**src/rtl/rtry_pkg.sv**
```systemverilog
package rtry_pkg;
  typedef enum logic {ST_IDLE = 1'b0, ST_WAIT = 1'b1} seq_state_e;

  // Bus for a granted retry: flip each time when interleaved; otherwise
  // stay on the original bus while same-bus budget remains.
  function automatic logic pick_bus(input logic interleave, input logic cur,
                                    input logic orig, input logic from_same);
    if (interleave) return ~cur;
    return from_same ? orig : ~orig;
  endfunction
endpackage

```
**src/rtl/rtry_budget.sv**
```systemverilog
module rtry_budget #(
  parameter int CNT_W = 4
) (
  input  logic             clk,
  input  logic             rst_n,
  input  logic             load,
  input  logic [CNT_W-1:0] same_in,
  input  logic [CNT_W-1:0] alt_in,
  input  logic             interleave,
  input  logic             take,
  output logic             have_retry,
  output logic             from_same
);
  localparam int POOL_W = CNT_W + 1;

  logic [CNT_W-1:0]  same_left, alt_left;
  logic [POOL_W-1:0] pool;

  function automatic logic [POOL_W-1:0] pooled(input logic [CNT_W-1:0] a,
                                               input logic [CNT_W-1:0] b);
    return {1'b0, a} + {1'b0, b};
  endfunction

  assign from_same  = (same_left != '0);
  assign have_retry = interleave ? (pool != '0)
                                 : (from_same || (alt_left != '0));

  always_ff @(posedge clk) begin
    if (!rst_n) begin
      same_left <= '0;
      alt_left  <= '0;
      pool      <= '0;
    end else if (load) begin
      same_left <= same_in;
      alt_left  <= alt_in;
      pool      <= pooled(same_in, alt_in);
    end else if (take && have_retry) begin
      if (interleave)     pool      <= pool - 1'b1;
      else if (from_same) same_left <= same_left - 1'b1;
      else                alt_left  <= alt_left - 1'b1;
    end
  end


  pool_step_chk: assert property (@(posedge clk) disable iff (!rst_n)
    (take && have_retry && interleave && !load) |=> (pool == $past(pool) - 1'b1));


  same_first_chk: assert property (@(posedge clk) disable iff (!rst_n)
    (take && !interleave && !load && !from_same) |=> (same_left == '0));
endmodule

```
**src/rtl/rtry_bus.sv**
```systemverilog
module rtry_bus
  import rtry_pkg::*;
(
  input  logic clk,
  input  logic rst_n,
  input  logic load,
  input  logic init_bus,
  input  logic interleave,
  input  logic take,
  input  logic from_same,
  output logic bus
);
  logic orig_q, bus_q;

  always_ff @(posedge clk) begin
    if (!rst_n) begin
      orig_q <= 1'b0;
      bus_q  <= 1'b0;
    end else if (load) begin
      orig_q <= init_bus;
      bus_q  <= init_bus;
    end else if (take) begin
      bus_q  <= pick_bus(interleave, bus_q, orig_q, from_same);
    end
  end

  assign bus = bus_q;


  flip_chk: assert property (@(posedge clk) disable iff (!rst_n)
    (take && interleave && !load) |=> (bus_q != $past(bus_q)));
endmodule

```
**src/rtl/retry_sequencer.sv**
```systemverilog
module retry_sequencer
  import rtry_pkg::*;
#(
  parameter int CNT_W = 4
) (
  input  logic             clk,
  input  logic             rst_n,
  input  logic             msg_start,
  input  logic [CNT_W-1:0] same_budget,
  input  logic [CNT_W-1:0] alt_budget,
  input  logic             init_bus,
  input  logic             interleave,
  input  logic             xfer_done,
  input  logic             xfer_ok,
  output logic             retry_req,
  output logic             retry_bus,
  output logic             seq_ok,
  output logic             seq_fail
);
  seq_state_e state_q;
  logic mode_q;
  logic have_retry, from_same;

  // Named internal events
  logic busy, pass_evt, fail_evt, take_evt, giveup_evt;
  assign busy       = (state_q == ST_WAIT);
  assign pass_evt   = busy && xfer_done && xfer_ok && !msg_start;
  assign fail_evt   = busy && xfer_done && !xfer_ok && !msg_start;
  assign take_evt   = fail_evt && have_retry;
  assign giveup_evt = fail_evt && !have_retry;

  always_ff @(posedge clk) begin
    if (!rst_n) begin
      state_q   <= ST_IDLE;
      mode_q    <= 1'b0;
      retry_req <= 1'b0;
      seq_ok    <= 1'b0;
      seq_fail  <= 1'b0;
    end else begin
      retry_req <= take_evt;
      seq_ok    <= pass_evt;
      seq_fail  <= giveup_evt;
      if (msg_start) begin
        state_q <= ST_WAIT;
        mode_q  <= interleave;
      end else if (pass_evt || giveup_evt) begin
        state_q <= ST_IDLE;
      end
    end
  end

  rtry_budget #(.CNT_W(CNT_W)) u_budget (
    .clk        (clk),
    .rst_n      (rst_n),
    .load       (msg_start),
    .same_in    (same_budget),
    .alt_in     (alt_budget),
    .interleave (mode_q),
    .take       (take_evt),
    .have_retry (have_retry),
    .from_same  (from_same)
  );

  rtry_bus u_bus (
    .clk        (clk),
    .rst_n      (rst_n),
    .load       (msg_start),
    .init_bus   (init_bus),
    .interleave (mode_q),
    .take       (take_evt),
    .from_same  (from_same),
    .bus        (retry_bus)
  );


  one_strobe_chk: assert property (@(posedge clk) disable iff (!rst_n)
    $onehot0({retry_req, seq_ok, seq_fail}));


  ok_cause_chk: assert property (@(posedge clk) disable iff (!rst_n)
    seq_ok |-> $past(xfer_done && xfer_ok));


  fail_cause_chk: assert property (@(posedge clk) disable iff (!rst_n)
    seq_fail |-> $past(xfer_done && !xfer_ok));


  retry_pulse_chk: assert property (@(posedge clk) disable iff (!rst_n)
    retry_req |=> !retry_req);


  bus_hold_chk: assert property (@(posedge clk) disable iff (!rst_n)
    (busy && !xfer_done && !msg_start) |=> $stable(retry_bus));


  idle_quiet_chk: assert property (@(posedge clk) disable iff (!rst_n)
    (!busy && !msg_start) |=> !(retry_req || seq_ok || seq_fail));
endmodule

```
**config.mk**
```make
export PLATFORM = sky130hd
export DESIGN_NAME = retry_sequencer
export DESIGN_NICKNAME = d
export VERILOG_FILES = /design/src/rtl/rtry_pkg.sv /design/src/rtl/rtry_budget.sv /design/src/rtl/rtry_bus.sv /design/src/rtl/retry_sequencer.sv
export SDC_FILE = /design/constraint.sdc
export NUM_CORES = 1
export LEC_CHECK = 0
export ABC_AREA = 0
export BUFFER_PORTS_ARGS = -buffer_cell sky130_fd_sc_hd__buf_2
export CAP_MARGIN = 5
export CORE_MARGIN = 2
export CORE_UTILIZATION = 55
export DETAILED_ROUTE_END_ITERATION = 10
export PLACE_DENSITY = 0.76
export SLEW_MARGIN = 20
export SYNTH_ARGS = -nofsm -noshare
export SYNTH_HDL_FRONTEND = slang
export SYNTH_SLANG_ARGS = --single-unit
```
**constraint.sdc**
```tcl
create_clock -name clk -period 3.49 [get_ports clk]
set_input_delay 0.8725 -clock clk [delete_from_list [all_inputs] [get_ports clk]]
set_output_delay 0.8725 -clock clk [all_outputs]
set_load 0.005 [all_outputs]
```
[Word-level counts from Yosys, hierarchy flattened]
Cells that the tools add are included.
Word-level totals
  flip-flop bits (word level): 20
  output and inout bits: 4
  word-level logic and storage cells: 65
Cells by class
  $add $sub $neg: 4
  equality and inequality tests: 2
  muxes and demuxes: 23
  bitwise gates (word level): 2
  reduce and logical (&&, ||, !) cells: 24
Operator list (count)
  two-way mux 4 bit: 8
  two-way mux 5 bit: 3
  two-way mux 1 bit: 12
  nonzero test 2 bit: 5
  logical AND 1 bit: 8
  nonzero test 4 bit: 2
  subtractor 4 x 1 -> 4 bit (second input constant): 2
  AND reduction 3 bit: 2
  adder 4 x 4 -> 5 bit: 1
  nonzero test 5 bit: 1
  subtractor 5 x 1 -> 5 bit (second input constant): 1
  != test 2 bit (second input constant): 2
  zero test 1 bit: 3
  logical OR 1 bit: 2
  inverter 1 bit: 2
  AND reduction 2 bit: 1

[Longest topological paths before layout]
Gate-level depths: netlist of the first run.
  depth after elaboration: 10
  depth in mapped cells: 7
  depth with buffers taken out: 7

[Modules after synthesis]
Synthesis of the first run repeated with hierarchy kept, for this count alone.
Second synthesis, totals
  cell total of the unflattened synthesis: 137
  area total of the unflattened synthesis: 1213.7 µm²
By module, submodules not included
  rtry_budget: instances 1, cells each 108, area each 918.4 µm²
  retry_sequencer: instances 1, cells each 18, area each 183.9 µm²
  rtry_bus: instances 1, cells each 11, area each 111.4 µm²

[Least setup slack after synthesis of the first run]
OpenSTA, ideal clock, no wires.
  kind: input to register
  from: input same_budget[0]
  to: register u_budget.pool[4]
  library setup time: 0.070 ns
  arrival time: 1.914 ns
  required time: 3.420 ns
  setup slack: 1.506 ns
  stages on the path: 7
  buffers on the path: 0
  path through: ha_1 -> inv_1 -> fa_1 -> nand2b_1 -> a21boi_0 -> o21ai_0 -> a21oi_1
On the way
  word-level cells in the longest chain between the ends: 2
RTL lines
  start, declared: line retry_sequencer.sv:9  | input logic [CNT_W-1:0] same_budget,
  adder 4 x 4 -> 5 bit: line rtry_budget.sv:21  | return {1'b0, a} + {1'b0, b};
  two-way mux 5 bit: line rtry_budget.sv:33  | end else if (load) begin
  end signal, assigned: line rtry_budget.sv:36  | pool <= pooled(same_in, alt_in);
  end signal, assigned: line rtry_budget.sv:38  | if (interleave) pool <= pool - 1'b1;
  end, declared: line rtry_budget.sv:17  | logic [POOL_W-1:0] pool;
Every way passes these cells.
A chain may end at the register's enable or synchronous reset.

[Worst setup path after layout of the first run]
  from: input msg_start
  to: register u_budget.alt_left[3]
On the way
  word-level cells in the longest chain between the ends: 6
  elaborated cells between the ends (all ways): 9
  classes of those cells: eq/ne: 2; mux: 1; reduce/logical: 6
RTL lines
  start, declared: line retry_sequencer.sv:8  | input logic msg_start,
  zero test 1 bit: line retry_sequencer.sv:28  | assign fail_evt = busy && xfer_done && !xfer_ok && !msg_start;
  logical AND 1 bit: line retry_sequencer.sv:28
  logical AND 1 bit: line retry_sequencer.sv:29  | assign take_evt = fail_evt && have_retry;
  logical AND 1 bit: line rtry_budget.sv:37  | end else if (take && have_retry) begin
  nonzero test 2 bit (no line)
  AND reduction 3 bit (no line)
  end signal, assigned: line rtry_budget.sv:35  | alt_left <= alt_in;
  end signal, assigned: line rtry_budget.sv:40  | else alt_left <= alt_left - 1'b1;
  end, declared: line rtry_budget.sv:16  | logic [CNT_W-1:0] same_left, alt_left;
Several ways; a longest one is shown, not always the timed one.

==> impl_metrics.yaml, run 1 <==
timing:
  timing_worst_slew_pin_value_ns: 0.657
  skew_ns: 0.00518
  hold_viol: 0
  fin_tns_setup_ns: 0
  period_needed_ns: 1.91
  fin_hold_ws_ns: 0.504
  slew_headroom: 0.561
  max_freq_mhz: 524
  period_share: 0.547
  setup_viol_count_final: 0
  rsz0062_at_grt: "false"
  slew_violations: 0
hold_path:
  hold_class: "register to register"
  hold_end: "u_budget.pool[4]$_SDFFE_PN0P_"
  min_path_cells: 2
  min_from: "u_budget.pool[4]$_SDFFE_PN0P_"
cts:
  htree_num_levels: 1
  clk_pin_slew_ns: 0.11
  cts_buffers: 3
  clock_sinks: 20
  insertion_delay_ns: 0.30
  cts-hold-fix-buffers: 0
  cts_resized: 0
  cts_tree: "done"
  cts_root_buf: "clkbuf_4"
  postCtsSetupBuffers: 0
  cts.path.max_buffers: 2
detailed_routing:
  via_count: 1101
  drtIter0Drc: 14
  routed_wl_um: 2630
  routed_via_density: 5.86
  drcViolationCount: 0
  first_pass_iters: 4
  wl_per_cell_um: 14.0
  antenna_left: 0
placed_design:
  placed_area_sq_um: 1360
  gp_congestion: 0.885
  dp_hpwl_um: 2040
  numPortBuffers: 18
grt:
  grt_pass1_vias: 1056
  grt_first_pass_wirelength_um: 4580
  grt_max_degree: 25
  gr-total-overflow: 0
  antenna_found_initial: 0
  grtUsageTotal: 0.228
synth:
  synth_flop_cell: "dfxtp_1"
  synthArstFlopShare: 0
  synth-seq-cells: 20
  netlist_area_sq_um: 1260
  synth_fp_nets: 169
  seq_area_frac_synth: 0.318
  syn-instance-count: 145
  ys_types: 41
  yosys_warnings: 0
  avgSynthCellArea_sq_um: 8.69
  synth-edff-count: 0
critical_path:
  worstSetupEndpointType: "register"
  r2r_end: "busy$_SDFFE_PN0P_"
  cp.arrival_ns: 2.12
  cp-start-kind: "primary input"
  cp_max_fo: 16
  r2r_setup_slack_ns: 1.76
  crit_required_ns: 3.70
  reg2regPathDepth: 6
  reg2reg_from: "u_budget.pool[0]$_SDFFE_PN0P_"
  timing_worst_setup_path_type: "primary input to register"
layout:
  final_area_sq_um: 1380
  multiInputGateArea_sq_um: 777
  n_antenna_cell: 0
  layout-drive-gt1-share: 0.169
  seqCellArea_sq_um: 400
  fin_util: 0.630
  nets: 186
  num-fill-cells: 191
  area_growth_pct: 9.63
floorplan:
  die_area_sq_um: 2690
  coreArea_sq_um: 2190
  die_w_um: 51.9
  num_rows: 17
  ioPinCount: 19
  start_util: 0.575
  die_y_um: 51.9
flow_run:
  cap_violations: 0
power_and_ir_drop:
  peakVddDrop_mv: 0.250
  p_leak_nw: 0.561
  finalPower_w: 0.000477
  pwr_density_cell_nw_per_um2: 345
status:
  status: "complete, no violations"
## per-layer routing
layer,track usage,part of all wire,vias up
met5,0,0,-
met4,0.110,0.020,0
met3,0.0230,0.033,5
met2,0.388,0.50,25
met1,0.286,0.45,521
li1,-,-,550
## where the power goes
part / total [W] / leakage [nW] / switching, W / internal [W]
combinational: 0.000108 / 0.382 / 0.0000581 / 0.0000502
clock: 0.000108 / 0.0138 / 0.0000680 / 0.0000403
sequential: 0.000260 / 0.165 / 0.0000167 / 0.000243
total: 0.000477 / 0.561 / 0.000143 / 0.000334
## area by class of cell
type,instances,area share
inverter,15,0.0408
timing repair buffer,18,0.0652
tap,28,0.0254
sequential,20,0.290
multi-input combinational,104,0.563
clock buffer,3,0.0163
## cells in the mapped netlist, drive strengths merged (2+ instances only)
library cell,number,area [sq um]
clkbuf,5,18.8
dfxtp,20,400
nand2b,2,12.5
o21a,2,15.0
xnor2,4,35.0
inv,15,56.3
ha,8,100
a21oi,7,35.0
nor4b,3,47.5
nor2,12,45.0
nand2,5,18.8
o21ai,9,45.0
nor2b,2,12.5
a211oi,5,37.5
o211ai,3,22.5
mux2i,7,70.1
nor3,5,25.0
nor3b,2,26.3
nand3,10,50.1
## logic make-up (layout without fill, tap and decap cells)
family	Yosys count	count (layout)	synth area share
AOI/OAI and AO/OA	32	32	0.164
xor gates and xnor gates	4	4	0.0278
adders and majority gates	9	9	0.0953
buffers and inverters	21	36	0.0655
DFF	20	20	0.318
muxes	7	7	0.0556
and+or+nand+nor	52	52	0.274
## critical path, cell delays in order
cell and delay, ns:
buf_2 0.20, and4bb_2 0.38, nand2_1 0.08, or4_1 0.46, o2111a_1 0.12
## metrics by stage
step | setup WS [ns] | instances
3_3_place_gp | 1.28 | 185
6_report | 1.58 | 188
3_5_place_dp | 1.26 | 185
5_1_grt | 1.48 | 188
2_1_floorplan | 1.51 | 145
4_1_cts | 1.58 | 188
## flip-flops by register name, indices dropped and copies added (netlist names)
| register | flops |
|---|---|
| u_budget.same_left | 4 |
| retry_req | 1 |
| u_budget.pool | 5 |
| u_budget.alt_left | 4 |
| busy | 1 |
| u_bus.orig_q | 1 |
| seq_ok | 1 |
| u_bus.bus | 1 |
| seq_fail | 1 |
| mode_q | 1 |
## worst max path at each step
stage | from | end | slack [ns] | cells after the start
3_5_place_dp | msg_start | u_budget.alt_left[3]$_SDFFE_PN0P_ | 1.26 | 5
3_3_place_gp | msg_start | u_budget.alt_left[3]$_SDFFE_PN0P_ | 1.28 | 5
4_1_cts | msg_start | u_budget.alt_left[3]$_SDFFE_PN0P_ | 1.58 | 5
6_report | msg_start | u_budget.alt_left[3]$_SDFFE_PN0P_ | 1.58 | 5
2_1_floorplan | same_budget[0] | u_budget.pool[4]$_SDFFE_PN0P_ | 1.51 | 7
5_1_grt | same_budget[0] | u_budget.pool[4]$_SDFFE_PN0P_ | 1.48 | 8
## cell usage in the layout (no fill, tap or decap), types with 2 or more instances in the layout
cell and count:
a211oi_1 5, buf_2 18, nand3_1 10, o211ai_1 3, o21a_1 2, nor2_1 12
clkbuf_4 3, nor2b_1 2, mux2i_1 7, nor3_1 5, inv_1 15, ha_1 8
nand2_1 5, a21oi_1 7, xnor2_1 4, nand2b_1 2, dfxtp_1 20, o21ai_0 9
No activity file was read; power rests on OpenSTA's default activity.
==> run 2, diff against run 1 <==
- CORE_UTILIZATION: 55 -> 50
- PLACE_DENSITY: 0.76 -> 0.73
- clock period: 3.49 -> 1.57 ns (I/O delays scaled with it)
==> impl_metrics.yaml, run 2 (synthesis gave the netlist of run 1 again) <==
critical_path:
  endpoint: "u_budget.alt_left[1]$_SDFFE_PN0P_"
  cp_slowest_cell: "nor4b_4"
  max_stage_delay_ns: 0.37
  cp_max_fo: 5
  cp-start-kind: "register"
  timing_worst_setup_path_type: "register to register"
  r2r_setup_slack_ns: -0.02
  reg2regPathDepth: 7
  path_cells: "inv_2 > ha_4 > nor3b_4 > nor4b_4 > buf_4 > nand3_2 > o211ai_1"
  worstSetupStartpoint: "u_budget.same_left[1]$_SDFFE_PN0P_"
  r2r_end: "u_budget.alt_left[1]$_SDFFE_PN0P_"
  reg2reg_from: "u_budget.same_left[1]$_SDFFE_PN0P_"
  crit_required_ns: 1.82
  cp.arrival_ns: 1.84
  worstSetupEndpointType: "register"
layout:
  final_common_cell: "buf_4"
  num-fill-cells: 206
  n_antenna_cell: 0
  most-common-layout-cells: "buf_4 (24), buf_2 (18), dfxtp_1 (15)"
  stdcell_count: 216
  nets: 211
  layout-drive-gt1-share: 0.360
  multiInputGateArea_sq_um: 830
  regMostFlops: "u_budget.pool"
  seqCellArea_sq_um: 407
  fin_util: 0.684
  area_growth_pct: 32.1
  largest_reg_flops: 5
  reg.largest.list: "u_budget.pool (5), u_budget.alt_left (4), u_budget.same_left (4)"
timing:
  period_needed_ns: 1.59
  slew_headroom: 0.747
  setup_viol_count_final: 5
  slew_violations: 0
  timing_worst_slew_pin_value_ns: 0.377
  max_freq_mhz: 627
  hold_viol: 0
  skew_ns: 0.0140
  layout_setup_ws_ns: -0.0236
  period_share: 1.02
  rsz0062_at_grt: "true"
grt:
  gr-total-overflow: 0
  grt_max_degree: 18
  grtUsageTotal: 0.242
  grt_first_pass_wirelength_um: 5090
  antenna_found_initial: 0
  grt_pass1_vias: 1192
cts:
  cts_tree: "done"
  clk_pin_slew_ns: 0.12
  cts_buffers: 3
  insertion_delay_ns: 0.31
  clock_sinks: 20
  htree_num_levels: 1
  cts-hold-fix-buffers: 0
  cts.path.max_buffers: 2
  cts_root_buf: "clkbuf_4"
detailed_routing:
  routed_via_density: 5.65
  drtIter0Drc: 19
  drcViolationCount: 0
  routed_wl_um: 3120
  antenna_left: 0
  via_count: 1220
  wl_per_cell_um: 14.4
  first_pass_iters: 4
floorplan:
  ioPinCount: 19
  die_area_sq_um: 2940
  coreArea_sq_um: 2430
  start_util: 0.518
  num_rows: 18
  die_w_um: 54.2
  die_y_um: 54.2
power_and_ir_drop:
  peakVddDrop_mv: 0.725
  pwr_density_cell_nw_per_um2: 809
  p_leak_nw: 0.713
flow_run:
  cap_violations: 0
status:
  violations: "negative setup slack"
  status: "complete, but fails checks"
placed_design:
  dp_hpwl_um: 2260
  gp_congestion: 0.824
  dp.cells: 207
  numPortBuffers: 18
hold_path:
  hold_class: "primary input to register"
run 2: cell count changes in the layout (fill, tap and decap cells not counted), moves of 2 or more:
cell	before	now
dfxtp_2	0	5
buf_4	0	24
dfxtp_1	20	15
ha_4	0	2
inv_1	15	12
ha_1	8	6
inv_2	0	3
run 2: worst min path at each step:
stage | slack, ns | end | cells after the start | from
2_1_floorplan | 0.48 | u_budget.pool[4]$_SDFFE_PN0P_ | 2 | u_budget.pool[4]$_SDFFE_PN0P_
4_1_cts | 0.33 | mode_q$_SDFFE_PN0P_ | 3 | interleave
3_3_place_gp | 0.48 | busy$_SDFFE_PN0P_ | 2 | busy$_SDFFE_PN0P_
5_1_grt | 0.33 | mode_q$_SDFFE_PN0P_ | 3 | interleave
6_report | 0.33 | mode_q$_SDFFE_PN0P_ | 3 | interleave
3_5_place_dp | 0.49 | seq_ok$_SDFF_PN0_ | 2 | busy$_SDFFE_PN0P_
run 2: per-stage QoR:
| step | hold slack, ns | cell area (sq um) | setup slack (ns) | power, W | setup TNS [ns] |
|---|---|---|---|---|---|
| 2_1_floorplan | 0.476 | 1260 | 0.0392 | 0.000758 | 0 |
| 3_3_place_gp | 0.482 | 1510 | -0.0758 | 0.000862 | -0.105 |
| 3_5_place_dp | 0.490 | 1510 | -0.126 | 0.000875 | -0.368 |
| 4_1_cts | 0.325 | 1610 | -0.00844 | 0.00132 | -0.00844 |
| 5_1_grt | 0.329 | 1660 | -0.121 | 0.00142 | -0.685 |
| 6_report | 0.327 | 1660 | -0.0236 | 0.00135 | -0.0596 |
run 2: power breakdown:
group          internal [W]  total, W  switching, W  leakage, nW
clock network      0.000258  0.000424      0.000166       0.0279
registers          0.000543  0.000577     0.0000340        0.167
logic              0.000180  0.000345      0.000164        0.518
total              0.000981   0.00135      0.000364        0.713
run 2: critical path: cells and delay by family (launching register included):
family          cells  cell delay (ns)
buf+inv             2             0.24
fa+ha+maj           1             0.13
compound gates      1             0.09
flops               1             0.34
simple gates        3             0.72
run 2: layout make-up:
type                    count  area share
flip-flops and latches     20       0.244
repair buffers             43       0.169
inverters                  15      0.0338
well taps                  30      0.0226
multi-input cells         104       0.498
clock inverters             1      0.0180
clock buffers               3      0.0135
run 2: per-layer routing:
| layer | wire [um] | global-route usage |
|---|---|---|
| met1 | 1330 | 0.284 |
| met2 | 1610 | 0.430 |
| met3 | 100 | 0.0306 |
| met4 | 79 | 0.113 |
| met5 | 0 | 0 |
run 2: timing repair:
action	4_1_cts	5_1_grt
setup endpoints to repair	5	11
pin swaps	2	11
resized for setup	9	10
setup buffers	3	2
==> run 3, diff against run 2 <==
- GPL_TIMING_DRIVEN: not set -> 0
- SETUP_SLACK_MARGIN: not set -> 0.05
==> impl_metrics.yaml, run 3 (synthesis gave the netlist of run 1 again) <==
status:
  status: "complete, but fails checks"
  violations: "negative setup slack"
layout:
  regMostFlops: "u_budget.pool"
  area_growth_pct: 29.8
  layout-drive-gt1-share: 0.352
  final_common_cell: "buf_2"
  final_area_sq_um: 1640
  nets: 204
  n_antenna_cell: 0
  most-common-layout-cells: "buf_2 (17), dfxtp_1 (13), inv_1 (12), nor2_1 (12), buf_4 (12)"
  largest_reg_flops: 5
  num-fill-cells: 193
  reg.largest.list: "u_budget.pool (5), u_budget.alt_left (4), u_budget.same_left (4)"
  multiInputGateArea_sq_um: 871
  seqCellArea_sq_um: 409
detailed_routing:
  via_count: 1213
  drcViolationCount: 0
  routed_wl_um: 3410
  drtIter0Drc: 37
  first_pass_iters: 4
  antenna_left: 0
  routed_via_density: 5.80
  wl_per_cell_um: 16.3
cts:
  cts-hold-fix-buffers: 0
  insertion_delay_ns: 0.31
  clk_pin_slew_ns: 0.12
  clock_sinks: 20
  cts.path.max_buffers: 2
  cts_tree: "done"
  htree_num_levels: 1
  cts_buffers: 3
  cts_root_buf: "clkbuf_4"
power_and_ir_drop:
  finalPower_w: 0.00124
  switchingPower_w: 0.000382
  peakVddDrop_mv: 0.520
  p_clk_frac: 0.254
  swShare: 0.309
  p_int_w: 0.000854
  pwr_density_cell_nw_per_um2: 756
  comb_power_share: 0.275
  p_leak_nw: 0.663
  seqPwrFrac: 0.471
flow_run:
  cap_violations: 0
grt:
  antenna_found_initial: 0
  grtUsageTotal: 0.252
  grt_first_pass_wirelength_um: 5210
  gr-total-overflow: 0
  grt_pass1_vias: 1131
  grt_max_degree: 12
placed_design:
  placed_area_sq_um: 1380
  dp_hpwl_um: 2130
  gp_congestion: 0.896
  numPortBuffers: 17
critical_path:
  max_stage_delay_ns: 0.35
  critPathTopFamily: "simple AND/OR/NAND/NOR gates"
  path_cells: "inv_2 > ha_4 > nor3b_4 > nor4b_4 > buf_4 > and4_1 > nor3_1"
  crit_required_ns: 1.78
  crit_buf_inv: 2
  cp_slowest_cell: "dfxtp_2"
  timing_worst_setup_path_type: "register to register"
  cp.arrival_ns: 1.80
  worstSetupEndpointType: "register"
  cp_max_fo: 5
  cp-start-kind: "register"
timing:
  timing_worst_slew_pin_value_ns: 0.627
  fin_hold_ws_ns: 0.313
  slew_headroom: 0.582
  period_share: 1.01
  hold_viol: 0
  max_freq_mhz: 630
  skew_ns: 0.00368
  slew_violations: 0
  period_needed_ns: 1.59
  rsz0062_at_grt: "true"
  fin_tns_setup_ns: -0.0378
  setup_viol_count_final: 4
  layout_setup_ws_ns: -0.0163
floorplan:
  die_y_um: 54.2
  die_area_sq_um: 2940
  start_util: 0.518
  coreArea_sq_um: 2430
  ioPinCount: 19
  die_w_um: 54.2
  num_rows: 18
hold_path:
  hold_class: "primary input to register"
[run 3: power by group through the flow]
stage,sequential [W],clock [W],combinational [W]
floorplan,0.000578,0,0.000180
global placement,0.000582,0,0.000242
detailed placement,0.000585,0,0.000250
CTS,0.000576,0.000315,0.000302
global route,0.000585,0.000339,0.000376
finish,0.000582,0.000314,0.000340
[run 3: worst register-to-register path: cells and delay by family, from the launching register on]
kind	cells	cell delay, ns
AND/OR/NAND/NOR	4	0.76
flip-flops	1	0.35
buffers and inverters	2	0.25
adder cells (fa/ha/maj)	1	0.12
[run 3: cell type report]
class / count / area share
Sequential cell: 20 / 0.250
Inverter: 15 / 0.0344
Clock buffer: 4 / 0.0222
Buffer: 6 / 0.0184
Tap cell: 30 / 0.0230
Multi-Input combinational cell: 104 / 0.533
Timing Repair Buffer: 30 / 0.119
[run 3: routing by layer]
metal,routed length (um),GRT usage
met5,0,0
met4,61,0.104
met3,203,0.0361
met2,1650,0.398
met1,1500,0.342
[run 3: repair_timing]
action / CTS / global route
setup endpoints to repair: 13 / 11
buffers inserted: 9 / 4
gates resized for setup: 16 / 13
pin swaps: 7 / 7
[run 3: path summary, 6_finish.rpt]
| path | start | to | slack, ns | depth (start not counted) |
|---|---|---|---|---|
| min reg2reg | busy$_SDFFE_PN0P_ | seq_ok$_SDFF_PN0_ | 0.51 | 2 |
| max reg2reg | u_budget.same_left[0]$_SDFFE_PN0P_ | u_budget.alt_left[2]$_SDFFE_PN0P_ | -0.02 | 7 |
| max | u_budget.same_left[0]$_SDFFE_PN0P_ | u_budget.alt_left[2]$_SDFFE_PN0P_ | -0.02 | 7 |
| min | interleave | mode_q$_SDFFE_PN0P_ | 0.31 | 3 |
[run 3: through the flow]
step / instances / utilization / setup slack (ns)
2_1_floorplan: 145 / - / 0.0542
3_3_place_gp: 192 / 0.569 / -0.159
3_5_place_dp: 192 / 0.569 / -0.236
4_1_cts: 205 / 0.638 / 0.00880
5_1_grt: 209 / 0.672 / -0.102
6_report: 209 / 0.672 / -0.0163
